### config.mk
export PLATFORM = sky130hd
export DESIGN_NAME = crc_cmd_if
export DESIGN_NICKNAME = d
export VERILOG_FILES = /design/src/rtl/crc_cmd_pkg.sv /design/src/rtl/spi_frame_rx.sv /design/src/rtl/cmd_exec.sv /design/src/rtl/crc_cmd_if.sv
export SDC_FILE = /design/constraint.sdc
export NUM_CORES = 1
export LEC_CHECK = 0
export BUFFER_PORTS_ARGS = -buffer_cell sky130_fd_sc_hd__buf_2
export CORE_ASPECT_RATIO = 1.2
export CORE_MARGIN = 2
export CORE_UTILIZATION = 45
export DETAILED_ROUTE_END_ITERATION = 12
export PLACE_DENSITY = 0.66
export SETUP_SLACK_MARGIN = 0.3
export SYNTH_ARGS = -nofsm -noshare
export SYNTH_HDL_FRONTEND = slang
export SYNTH_SLANG_ARGS = --single-unit
export TNS_END_PERCENT = 100
### constraint.sdc
create_clock -name clk -period 3.9 [get_ports clk]
set_input_delay 0.78 -clock clk [delete_from_list [all_inputs] [get_ports clk]]
set_output_delay 0.78 -clock clk [all_outputs]
set_load 0.05 [all_outputs]
### src/rtl/crc_cmd_pkg.sv
package crc_cmd_pkg;
  localparam int FRAME_W = 32;
  localparam int CRC_W   = 8;
  localparam int PAY_W   = FRAME_W - CRC_W;
  localparam int BYTE_W  = 8;
  localparam int CNT_W   = $clog2(FRAME_W + 2);

  localparam logic [BYTE_W-1:0] OP_READ  = 8'h08;
  localparam logic [BYTE_W-1:0] OP_WRITE = 8'h10;

  localparam logic [BYTE_W-1:0] ADDR_STATUS  = 8'h00;
  localparam logic [BYTE_W-1:0] ADDR_GENCFG  = 8'h01;
  localparam logic [BYTE_W-1:0] ADDR_PINMODE = 8'h02;
  localparam logic [BYTE_W-1:0] ADDR_OUTEN   = 8'h03;
  localparam logic [BYTE_W-1:0] ADDR_CONV    = 8'h04;

  localparam int CFG_SAFE  = 0;
  localparam int CFG_ABORT = 1;
  localparam int CFG_ALERT = 2;
  localparam int CFG_W     = 3;

  typedef struct packed {
    logic [BYTE_W-1:0] op;
    logic [BYTE_W-1:0] addr;
    logic [BYTE_W-1:0] data;
  } cmd_payload_t;

  function automatic logic [CRC_W-1:0] crc8_calc(
    input logic [PAY_W-1:0] payload,
    input logic [CRC_W-1:0] poly,
    input logic [CRC_W-1:0] init
  );
    logic [CRC_W-1:0] acc;
    logic fb;
    acc = init;
    for (int i = PAY_W - 1; i >= 0; i--) begin
      fb  = acc[CRC_W-1] ^ payload[i];
      acc = {acc[CRC_W-2:0], 1'b0} ^ (fb ? poly : '0);
    end
    return acc;
  endfunction
endpackage

### src/rtl/spi_frame_rx.sv
module spi_frame_rx
  import crc_cmd_pkg::*;
(
  input  logic               clk,
  input  logic               rst_n,
  input  logic               sck_i,
  input  logic               cs_n_i,
  input  logic               sdi_i,
  input  logic [FRAME_W-1:0] resp_i,
  output logic               sdo_o,
  output logic               frm_evt_o,
  output logic               frm_len_ok_o,
  output logic [FRAME_W-1:0] frm_word_o
);
  localparam logic [CNT_W-1:0] CNT_SAT  = CNT_W'(FRAME_W + 1);
  localparam logic [CNT_W-1:0] CNT_FULL = CNT_W'(FRAME_W);

  logic sck_q, sck_p, cs_q, cs_p, sdi_q;
  logic [FRAME_W-1:0] rx_sr, tx_sr;
  logic [CNT_W-1:0]   bit_cnt;
  logic sck_rise, sck_fall, cs_fall, cs_rise;

  assign sck_rise = sck_q & ~sck_p;
  assign sck_fall = ~sck_q & sck_p;
  assign cs_fall  = ~cs_q & cs_p;
  assign cs_rise  = cs_q & ~cs_p;
  assign sdo_o    = ~cs_q & tx_sr[FRAME_W-1];

  always_ff @(posedge clk or negedge rst_n) begin
    if (!rst_n) begin
      sck_q        <= 1'b0;
      sck_p        <= 1'b0;
      cs_q         <= 1'b1;
      cs_p         <= 1'b1;
      sdi_q        <= 1'b0;
      rx_sr        <= '0;
      tx_sr        <= '0;
      bit_cnt      <= '0;
      frm_evt_o    <= 1'b0;
      frm_len_ok_o <= 1'b0;
      frm_word_o   <= '0;
    end else begin
      sck_q     <= sck_i;
      sck_p     <= sck_q;
      cs_q      <= cs_n_i;
      cs_p      <= cs_q;
      sdi_q     <= sdi_i;
      frm_evt_o <= 1'b0;
      if (cs_fall) begin
        tx_sr   <= resp_i;
        bit_cnt <= '0;
      end else if (!cs_q) begin
        if (sck_rise) begin
          rx_sr <= {rx_sr[FRAME_W-2:0], sdi_q};
          if (bit_cnt != CNT_SAT) bit_cnt <= bit_cnt + 1'b1;
        end
        if (sck_fall) tx_sr <= {tx_sr[FRAME_W-2:0], 1'b0};
      end
      if (cs_rise) begin
        frm_evt_o    <= 1'b1;
        frm_len_ok_o <= (bit_cnt == CNT_FULL);
        frm_word_o   <= rx_sr;
      end
    end
  end
endmodule

### src/rtl/cmd_exec.sv
module cmd_exec
  import crc_cmd_pkg::*;
#(
  parameter int               NCH      = 8,
  parameter logic [CRC_W-1:0] CRC_POLY = 8'h07,
  parameter logic [CRC_W-1:0] CRC_INIT = 8'hFF
) (
  input  logic               clk,
  input  logic               rst_n,
  input  logic               frm_evt_i,
  input  logic               frm_len_ok_i,
  input  logic [FRAME_W-1:0] frm_word_i,
  input  logic [BYTE_W-1:0]  conv_data_i,
  output logic [FRAME_W-1:0] resp_o,
  output logic               err_o,
  output logic [CFG_W-1:0]   cfg_o,
  output logic [NCH-1:0]     pinmode_o,
  output logic [NCH-1:0]     outen_o
);
  cmd_payload_t      pl;
  logic [CRC_W-1:0]  rx_crc, calc_crc, rsp_crc;
  logic              eval, crc_ok, wr_ok, do_wr, do_rd;
  logic [BYTE_W-1:0] rd_data;
  logic [PAY_W-1:0]  rsp_pl;

  logic               err_q;
  logic [CFG_W-1:0]   cfg_q;
  logic [NCH-1:0]     pinmode_q, outen_q;
  logic [FRAME_W-1:0] resp_q;

  assign pl       = cmd_payload_t'(frm_word_i[FRAME_W-1:CRC_W]);
  assign rx_crc   = frm_word_i[CRC_W-1:0];
  assign calc_crc = crc8_calc(frm_word_i[FRAME_W-1:CRC_W], CRC_POLY, CRC_INIT);
  assign eval     = frm_evt_i & frm_len_ok_i;
  assign crc_ok   = (calc_crc == rx_crc);
  assign wr_ok    = ~err_q | (pl.addr == ADDR_STATUS) | (pl.addr == ADDR_GENCFG);
  assign do_wr    = eval & crc_ok & (pl.op == OP_WRITE) & wr_ok;
  assign do_rd    = eval & crc_ok & (pl.op == OP_READ);

  always_comb begin
    rd_data = '0;
    unique case (pl.addr)
      ADDR_STATUS:  rd_data = BYTE_W'(err_q);
      ADDR_GENCFG:  rd_data = BYTE_W'(cfg_q);
      ADDR_PINMODE: rd_data = BYTE_W'(pinmode_q);
      ADDR_OUTEN:   rd_data = BYTE_W'(outen_q);
      ADDR_CONV:    rd_data = conv_data_i;
      default:      rd_data = '0;
    endcase
  end

  assign rsp_pl  = {OP_READ, pl.addr, rd_data};
  assign rsp_crc = crc8_calc(rsp_pl, CRC_POLY, CRC_INIT);

  always_ff @(posedge clk or negedge rst_n) begin
    if (!rst_n) begin
      err_q     <= 1'b0;
      cfg_q     <= '0;
      pinmode_q <= '0;
      outen_q   <= '0;
      resp_q    <= '0;
    end else if (eval) begin
      resp_q <= do_rd ? {rsp_pl, rsp_crc} : '0;
      if (!crc_ok) begin
        err_q <= 1'b1;
      end else if (do_wr) begin
        unique case (pl.addr)
          ADDR_STATUS:  if (pl.data[0]) err_q <= 1'b0;
          ADDR_GENCFG:  cfg_q     <= pl.data[CFG_W-1:0];
          ADDR_PINMODE: pinmode_q <= pl.data[NCH-1:0];
          ADDR_OUTEN:   outen_q   <= pl.data[NCH-1:0];
          default: ;
        endcase
      end
    end
  end

  assign resp_o    = resp_q;
  assign err_o     = err_q;
  assign cfg_o     = cfg_q;
  assign pinmode_o = pinmode_q;
  assign outen_o   = outen_q;

  assert_err_needs_bad_crc_R1: assert property (@(posedge clk) disable iff (!rst_n)
    $rose(err_q) |-> $past(frm_evt_i && frm_len_ok_i && !crc_ok));

  assert_locked_pins_hold_R2: assert property (@(posedge clk) disable iff (!rst_n)
    err_q |=> ($stable(pinmode_q) && $stable(outen_q)));

  assert_clear_needs_status_wr_R3: assert property (@(posedge clk) disable iff (!rst_n)
    $fell(err_q) |-> $past(frm_evt_i && frm_len_ok_i && crc_ok && pl.op == OP_WRITE
                           && pl.addr == ADDR_STATUS && pl.data[0]));

  assert_bad_frame_no_resp_R5: assert property (@(posedge clk) disable iff (!rst_n)
    (frm_evt_i && frm_len_ok_i && !crc_ok) |=> resp_q == '0);

  assert_short_frame_inert_R9: assert property (@(posedge clk) disable iff (!rst_n)
    (frm_evt_i && !frm_len_ok_i) |=> ($stable(err_q) && $stable(cfg_q)
                                      && $stable(pinmode_q) && $stable(resp_q)));
endmodule

### src/rtl/crc_cmd_if.sv
module crc_cmd_if
  import crc_cmd_pkg::*;
#(
  parameter int               NCH      = 8,
  parameter logic [CRC_W-1:0] CRC_POLY = 8'h07,
  parameter logic [CRC_W-1:0] CRC_INIT = 8'hFF
) (
  input  logic              clk,
  input  logic              rst_n,
  input  logic              spi_sck_i,
  input  logic              spi_cs_n_i,
  input  logic              spi_sdi_i,
  output logic              spi_sdo_o,
  input  logic [BYTE_W-1:0] conv_data_i,
  output logic [NCH-1:0]    chan_digital_o,
  output logic [NCH-1:0]    chan_drive_o,
  output logic              crc_err_o,
  output logic              alert_o,
  output logic              conv_abort_o
);
  logic               frm_evt, frm_len_ok, err, force_safe;
  logic [FRAME_W-1:0] frm_word, resp;
  logic [CFG_W-1:0]   cfg;
  logic [NCH-1:0]     pinmode, outen;

  spi_frame_rx u_rx (
    .clk          (clk),
    .rst_n        (rst_n),
    .sck_i        (spi_sck_i),
    .cs_n_i       (spi_cs_n_i),
    .sdi_i        (spi_sdi_i),
    .resp_i       (resp),
    .sdo_o        (spi_sdo_o),
    .frm_evt_o    (frm_evt),
    .frm_len_ok_o (frm_len_ok),
    .frm_word_o   (frm_word)
  );

  cmd_exec #(
    .NCH      (NCH),
    .CRC_POLY (CRC_POLY),
    .CRC_INIT (CRC_INIT)
  ) u_exec (
    .clk          (clk),
    .rst_n        (rst_n),
    .frm_evt_i    (frm_evt),
    .frm_len_ok_i (frm_len_ok),
    .frm_word_i   (frm_word),
    .conv_data_i  (conv_data_i),
    .resp_o       (resp),
    .err_o        (err),
    .cfg_o        (cfg),
    .pinmode_o    (pinmode),
    .outen_o      (outen)
  );

  assign force_safe     = err & cfg[CFG_SAFE];
  assign chan_digital_o = force_safe ? '0 : pinmode;
  assign chan_drive_o   = force_safe ? '0 : (pinmode & outen);
  assign crc_err_o      = err;
  assign alert_o        = err & cfg[CFG_ALERT];
  assign conv_abort_o   = err & cfg[CFG_ABORT];

  assert_drive_only_digital_R11: assert property (@(posedge clk) disable iff (!rst_n)
    (chan_drive_o & ~chan_digital_o) == '0);
endmodule

==> results by group <==
Critical path
  • Reg-to-reg startpoint: u_rx.frm_word_o[26]$_DFFE_PN0P_
  • Critical register-to-register path endpoint: u_exec.pinmode_o[4]$_DFFE_PN0P_
  • Setup slack of the worst register-to-register path: ~480 ps
  • Signal arrival time at the worst endpoint: approximately 3700 ps
  • Top fanout value on the critical path: 10
  • Data required time at the worst endpoint: 4200 ps
  • Category of the worst setup path launch point: register
  • Critical path endpoint category: register
  • Worst Path Class, Setup: register to register
  • Number of cell instances on the worst register-to-register path: 10

Power and ir drop
  • Leakage power summed over all cells: between 4 and 5 nW
  • Peak VDD IR: between 300 and 400 uV
  • Post-layout power: approximately 3.7 mW
  • Power density relative to cell area: approximately 430 nW/um2

Synth
  • Count of flip-flops with a built-in enable after synthesis: 0
  • Unique masters post-synth: 46
  • Synthesized net count: 662
  • Seq cells post-synth: 154
  • Netlist area before placement: 7520 um2
  • Number of synthesis warnings: 0
  • Most used flip-flop cell after synthesis: sky130_fd_sc_hd__dfrtp_1
  • Mapped Cells: between 600 and 700
  • Syn Area/Cell: about 12 um2
  • Sequential area share after synthesis: 0.513
  • Asr flop ratio synth: 1.00

Clock tree
  • Maximum buffer depth of the clock tree: 2
  • Clock Sink Count: between 150 and 200
  • Number of buffers created by CTS: 17
  • Count of cells resized by post-cts repair: 0
  • Hold-fix buffers at CTS: 0
  • Latest clock arrival within the worst-skew pair: approximately 420 ps
  • Setup fix buffers added after clock tree synthesis: 0
  • Root Driver: sky130_fd_sc_hd__clkbuf_16
  • Clock-pin transition on the worst setup and hold timing paths: around 60 ps
  • Clock tree from TritonCTS: built
  • H-tree depth: 4

Route
  • Detail-routed via count per cell: approximately 5.3
  • First-iteration detailed-routing DRC count: ~190
  • Post-route antenna net violation count: 0
  • Average wire length per cell after detail routing: around 17 um
  • Vias after detailed routing: 4,687
  • Pre-Repair DR Iteration Count: 5
  • Detailed Route WL: approximately 15,000 um
  • Final routed DRC violation total: 0

Floorplanning
  • Y dimension of the die: approximately 150 um
  • Area of the core: ~16,000 um2
  • Number of placed I/O pins: 33
  • Die outline width: 122 um
  • Initial standard-cell utilization of the core: 0.462
  • Die Area: between 15,000 and 20,000 um2
  • Number of core rows: ~50

STA
  • Setup TNS: 0 ps
  • Slew @ Worst Pin: roughly 1000 ps
  • Fmax: around 0.3 GHz
  • Hold Slack: about 350 ps
  • Fin Clk Skew: 9.55 ps
  • Crit path time final: 3420 ps
  • RSZ-0062 raised after global routing: false
  • Final hold violation count: 0
  • Max Slew Vio Count: 0
  • Worst relative slew slack: 0.301
  • Final period util: 0.878
  • Final Setup Violations: 0

Global routing
  • Initial antenna violation count: 0
  • Gr ovfl total: 0
  • Global-route total usage across every layer: 0.178
  • Via count of the first global-routing pass: about 4,800
  • First-pass GRT wire length: around 25,000 um
  • Maximum number of pins on one net before global-route repair: between 70 and 80

Finish
  • Number of filler cells placed in the layout: between 1,000 and 1,500
  • Fraction of layout cells with a size suffix above 1: 0.228
  • Net total in the final layout: a little under 700
  • Synthesis-to-finish area growth: 13.3%
  • Antenna diode count: 0

Run status
  • Status: finished clean

Placement
  • Total half-perimeter wirelength after legalization and detailed placement: ~10,000 um
  • Input/output buffers: 32
  • Gp weighted congestion: a little over 0.8

Job
  • Max-cap violation count: 0

Min path
  • Hold Path Class: primary input to async pin
-- cells in the mapped netlist, types with 3 or more instances --
library cell	count	share of area
sky130_fd_sc_hd__or3_1	3	0.0025
sky130_fd_sc_hd__o32ai_1	3	0.0035
sky130_fd_sc_hd__nand4_1	9	0.0075
sky130_fd_sc_hd__mux2i_1	31	0.041
sky130_fd_sc_hd__clkbuf_1	26	0.013
sky130_fd_sc_hd__xnor2_1	42	0.049
sky130_fd_sc_hd__xor3_1	3	0.0095
sky130_fd_sc_hd__dfrtp_1	152	0.51
sky130_fd_sc_hd__nand3_1	5	0.0033
sky130_fd_sc_hd__nand2_1	81	0.040
sky130_fd_sc_hd__o21ai_0	66	0.044
sky130_fd_sc_hd__ha_1	12	0.020
sky130_fd_sc_hd__and3_1	10	0.0083
sky130_fd_sc_hd__a22oi_1	7	0.0070
sky130_fd_sc_hd__inv_1	23	0.011
sky130_fd_sc_hd__and2_1	11	0.0091
sky130_fd_sc_hd__nor2b_1	3	0.0025
sky130_fd_sc_hd__a21oi_1	5	0.0033
sky130_fd_sc_hd__nor2_1	14	0.0070
sky130_fd_sc_hd__mux2_2	68	0.10
sky130_fd_sc_hd__xor2_1	20	0.023
sky130_fd_sc_hd__buf_1	3	0.0015
sky130_fd_sc_hd__xnor3_1	11	0.033
-- worst max-delay path, cell delays in order (launching register included) --
cell,delay [ps]
sky130_fd_sc_hd__dfrtp_1,390
sky130_fd_sc_hd__inv_1,90
sky130_fd_sc_hd__ha_1,310
sky130_fd_sc_hd__xor2_1,240
sky130_fd_sc_hd__xnor3_1,410
sky130_fd_sc_hd__xnor3_4,450
sky130_fd_sc_hd__or3_1,380
sky130_fd_sc_hd__a211oi_2,270
sky130_fd_sc_hd__buf_4,230
sky130_fd_sc_hd__nand4_4,190
sky130_fd_sc_hd__mux2_2,340
-- layout make-up --
type | count | area [um2] | share of cell area
Tap cell | 212 | 265 | 0.0311
Sequential cell | 154 | 3860 | 0.453
Clock inverter | 10 | 119 | 0.0139
Inverter | 23 | 86.3 | 0.0101
Multi-Input combinational cell | 429 | 3470 | 0.408
Timing Repair Buffer | 43 | 262 | 0.0307
Clock buffer | 21 | 460 | 0.0540
-- registers in the layout, indices dropped and copies added (netlist names) --
name	cells
u_exec.cfg_o	3
u_exec.err_o	1
u_exec.outen_o	8
u_exec.pinmode_o	8
u_exec.resp_o	25
u_rx.bit_cnt	6
u_rx.cs_p	1
u_rx.cs_q	1
u_rx.frm_evt_o	1
u_rx.frm_len_ok_o	1
u_rx.frm_word_o	32
u_rx.rx_sr	32
u_rx.sck_p	1
u_rx.sck_q	1
u_rx.sdi_q	1
u_rx.tx_sr	32
-- power by group --
part	leakage (nW)	switching (mW)	total [mW]	internal, mW
sequential	2.01	0.0645	1.76	1.69
combinational	1.79	0.145	0.282	0.137
clock	0.276	0.645	1.62	0.974
total	4.08	0.854	3.66	2.80
-- through the flow --
step	cell area, um2	instances	worst slack, ps	utilization
finish	8520	892	475	0.524
global route	8520	892	301	0.524
CTS	8520	892	473	0.524
detailed placement	7940	861	493	0.488
global placement	7940	861	614	0.488
floorplan	7520	637	633	-
-- routing by layer --
layer | track usage | vias up | part of all wire
met3 | 0.0423 | 22 | 0.022
met1 | 0.222 | 2360 | 0.45
li1 | - | 2254 | -
met4 | 0.0718 | 0 | 0.022
met2 | 0.295 | 51 | 0.51
met5 | 0 | - | 0
-- cell families (layout without fill, tap and decap cells) --
logic type,Yosys count,after routing,share of synthesized area
flip-flops,154,154,0.513
AND/OR/NAND/NOR,145,145,0.0941
multiplexers,101,101,0.148
AO/OA/AOI/OAI,91,91,0.0697
XOR/XNOR,80,80,0.128
buffers and inverters,54,97,0.0281
adder cells (fa/ha/maj),12,12,0.0200
-- placed cells by master, fill, tap and decap left out, types with 5 or more instances in the layout --
| cell type | count |
|---|---|
| sky130_fd_sc_hd__a22oi_1 | 7 |
| sky130_fd_sc_hd__mux2_2 | 68 |
| sky130_fd_sc_hd__inv_1 | 23 |
| sky130_fd_sc_hd__nand2_1 | 81 |
| sky130_fd_sc_hd__mux2i_1 | 31 |
| sky130_fd_sc_hd__xnor3_1 | 11 |
| sky130_fd_sc_hd__nand4_1 | 9 |
| sky130_fd_sc_hd__a21oi_1 | 5 |
| sky130_fd_sc_hd__ha_1 | 12 |
| sky130_fd_sc_hd__dfrtp_1 | 152 |
| sky130_fd_sc_hd__nor2_1 | 12 |
| sky130_fd_sc_hd__and2_1 | 11 |
| sky130_fd_sc_hd__xnor2_1 | 42 |
| sky130_fd_sc_hd__and3_1 | 10 |
| sky130_fd_sc_hd__xor2_1 | 20 |
| sky130_fd_sc_hd__o21ai_0 | 66 |
| sky130_fd_sc_hd__buf_4 | 10 |
| sky130_fd_sc_hd__nand3_1 | 5 |
| sky130_fd_sc_hd__clkbuf_16 | 17 |
| sky130_fd_sc_hd__buf_2 | 31 |
-- worst max-delay path by stage --
| stage | to | cells past startpoint | start |
|---|---|---|---|
| after floorplan | u_exec.cfg_o[0]$_DFFE_PN0P_ | 10 | u_rx.frm_word_o[27]$_DFFE_PN0P_ |
| after global placement | u_exec.outen_o[7]$_DFFE_PN0P_ | 10 | u_rx.frm_word_o[27]$_DFFE_PN0P_ |
| after detailed placement | u_exec.pinmode_o[4]$_DFFE_PN0P_ | 10 | u_rx.frm_word_o[26]$_DFFE_PN0P_ |
| after CTS | u_exec.pinmode_o[4]$_DFFE_PN0P_ | 10 | u_rx.frm_word_o[26]$_DFFE_PN0P_ |
| after global routing | u_exec.pinmode_o[4]$_DFFE_PN0P_ | 10 | u_rx.frm_word_o[27]$_DFFE_PN0P_ |
| final | u_exec.pinmode_o[4]$_DFFE_PN0P_ | 10 | u_rx.frm_word_o[26]$_DFFE_PN0P_ |
(Power assumes the default switching activity.)
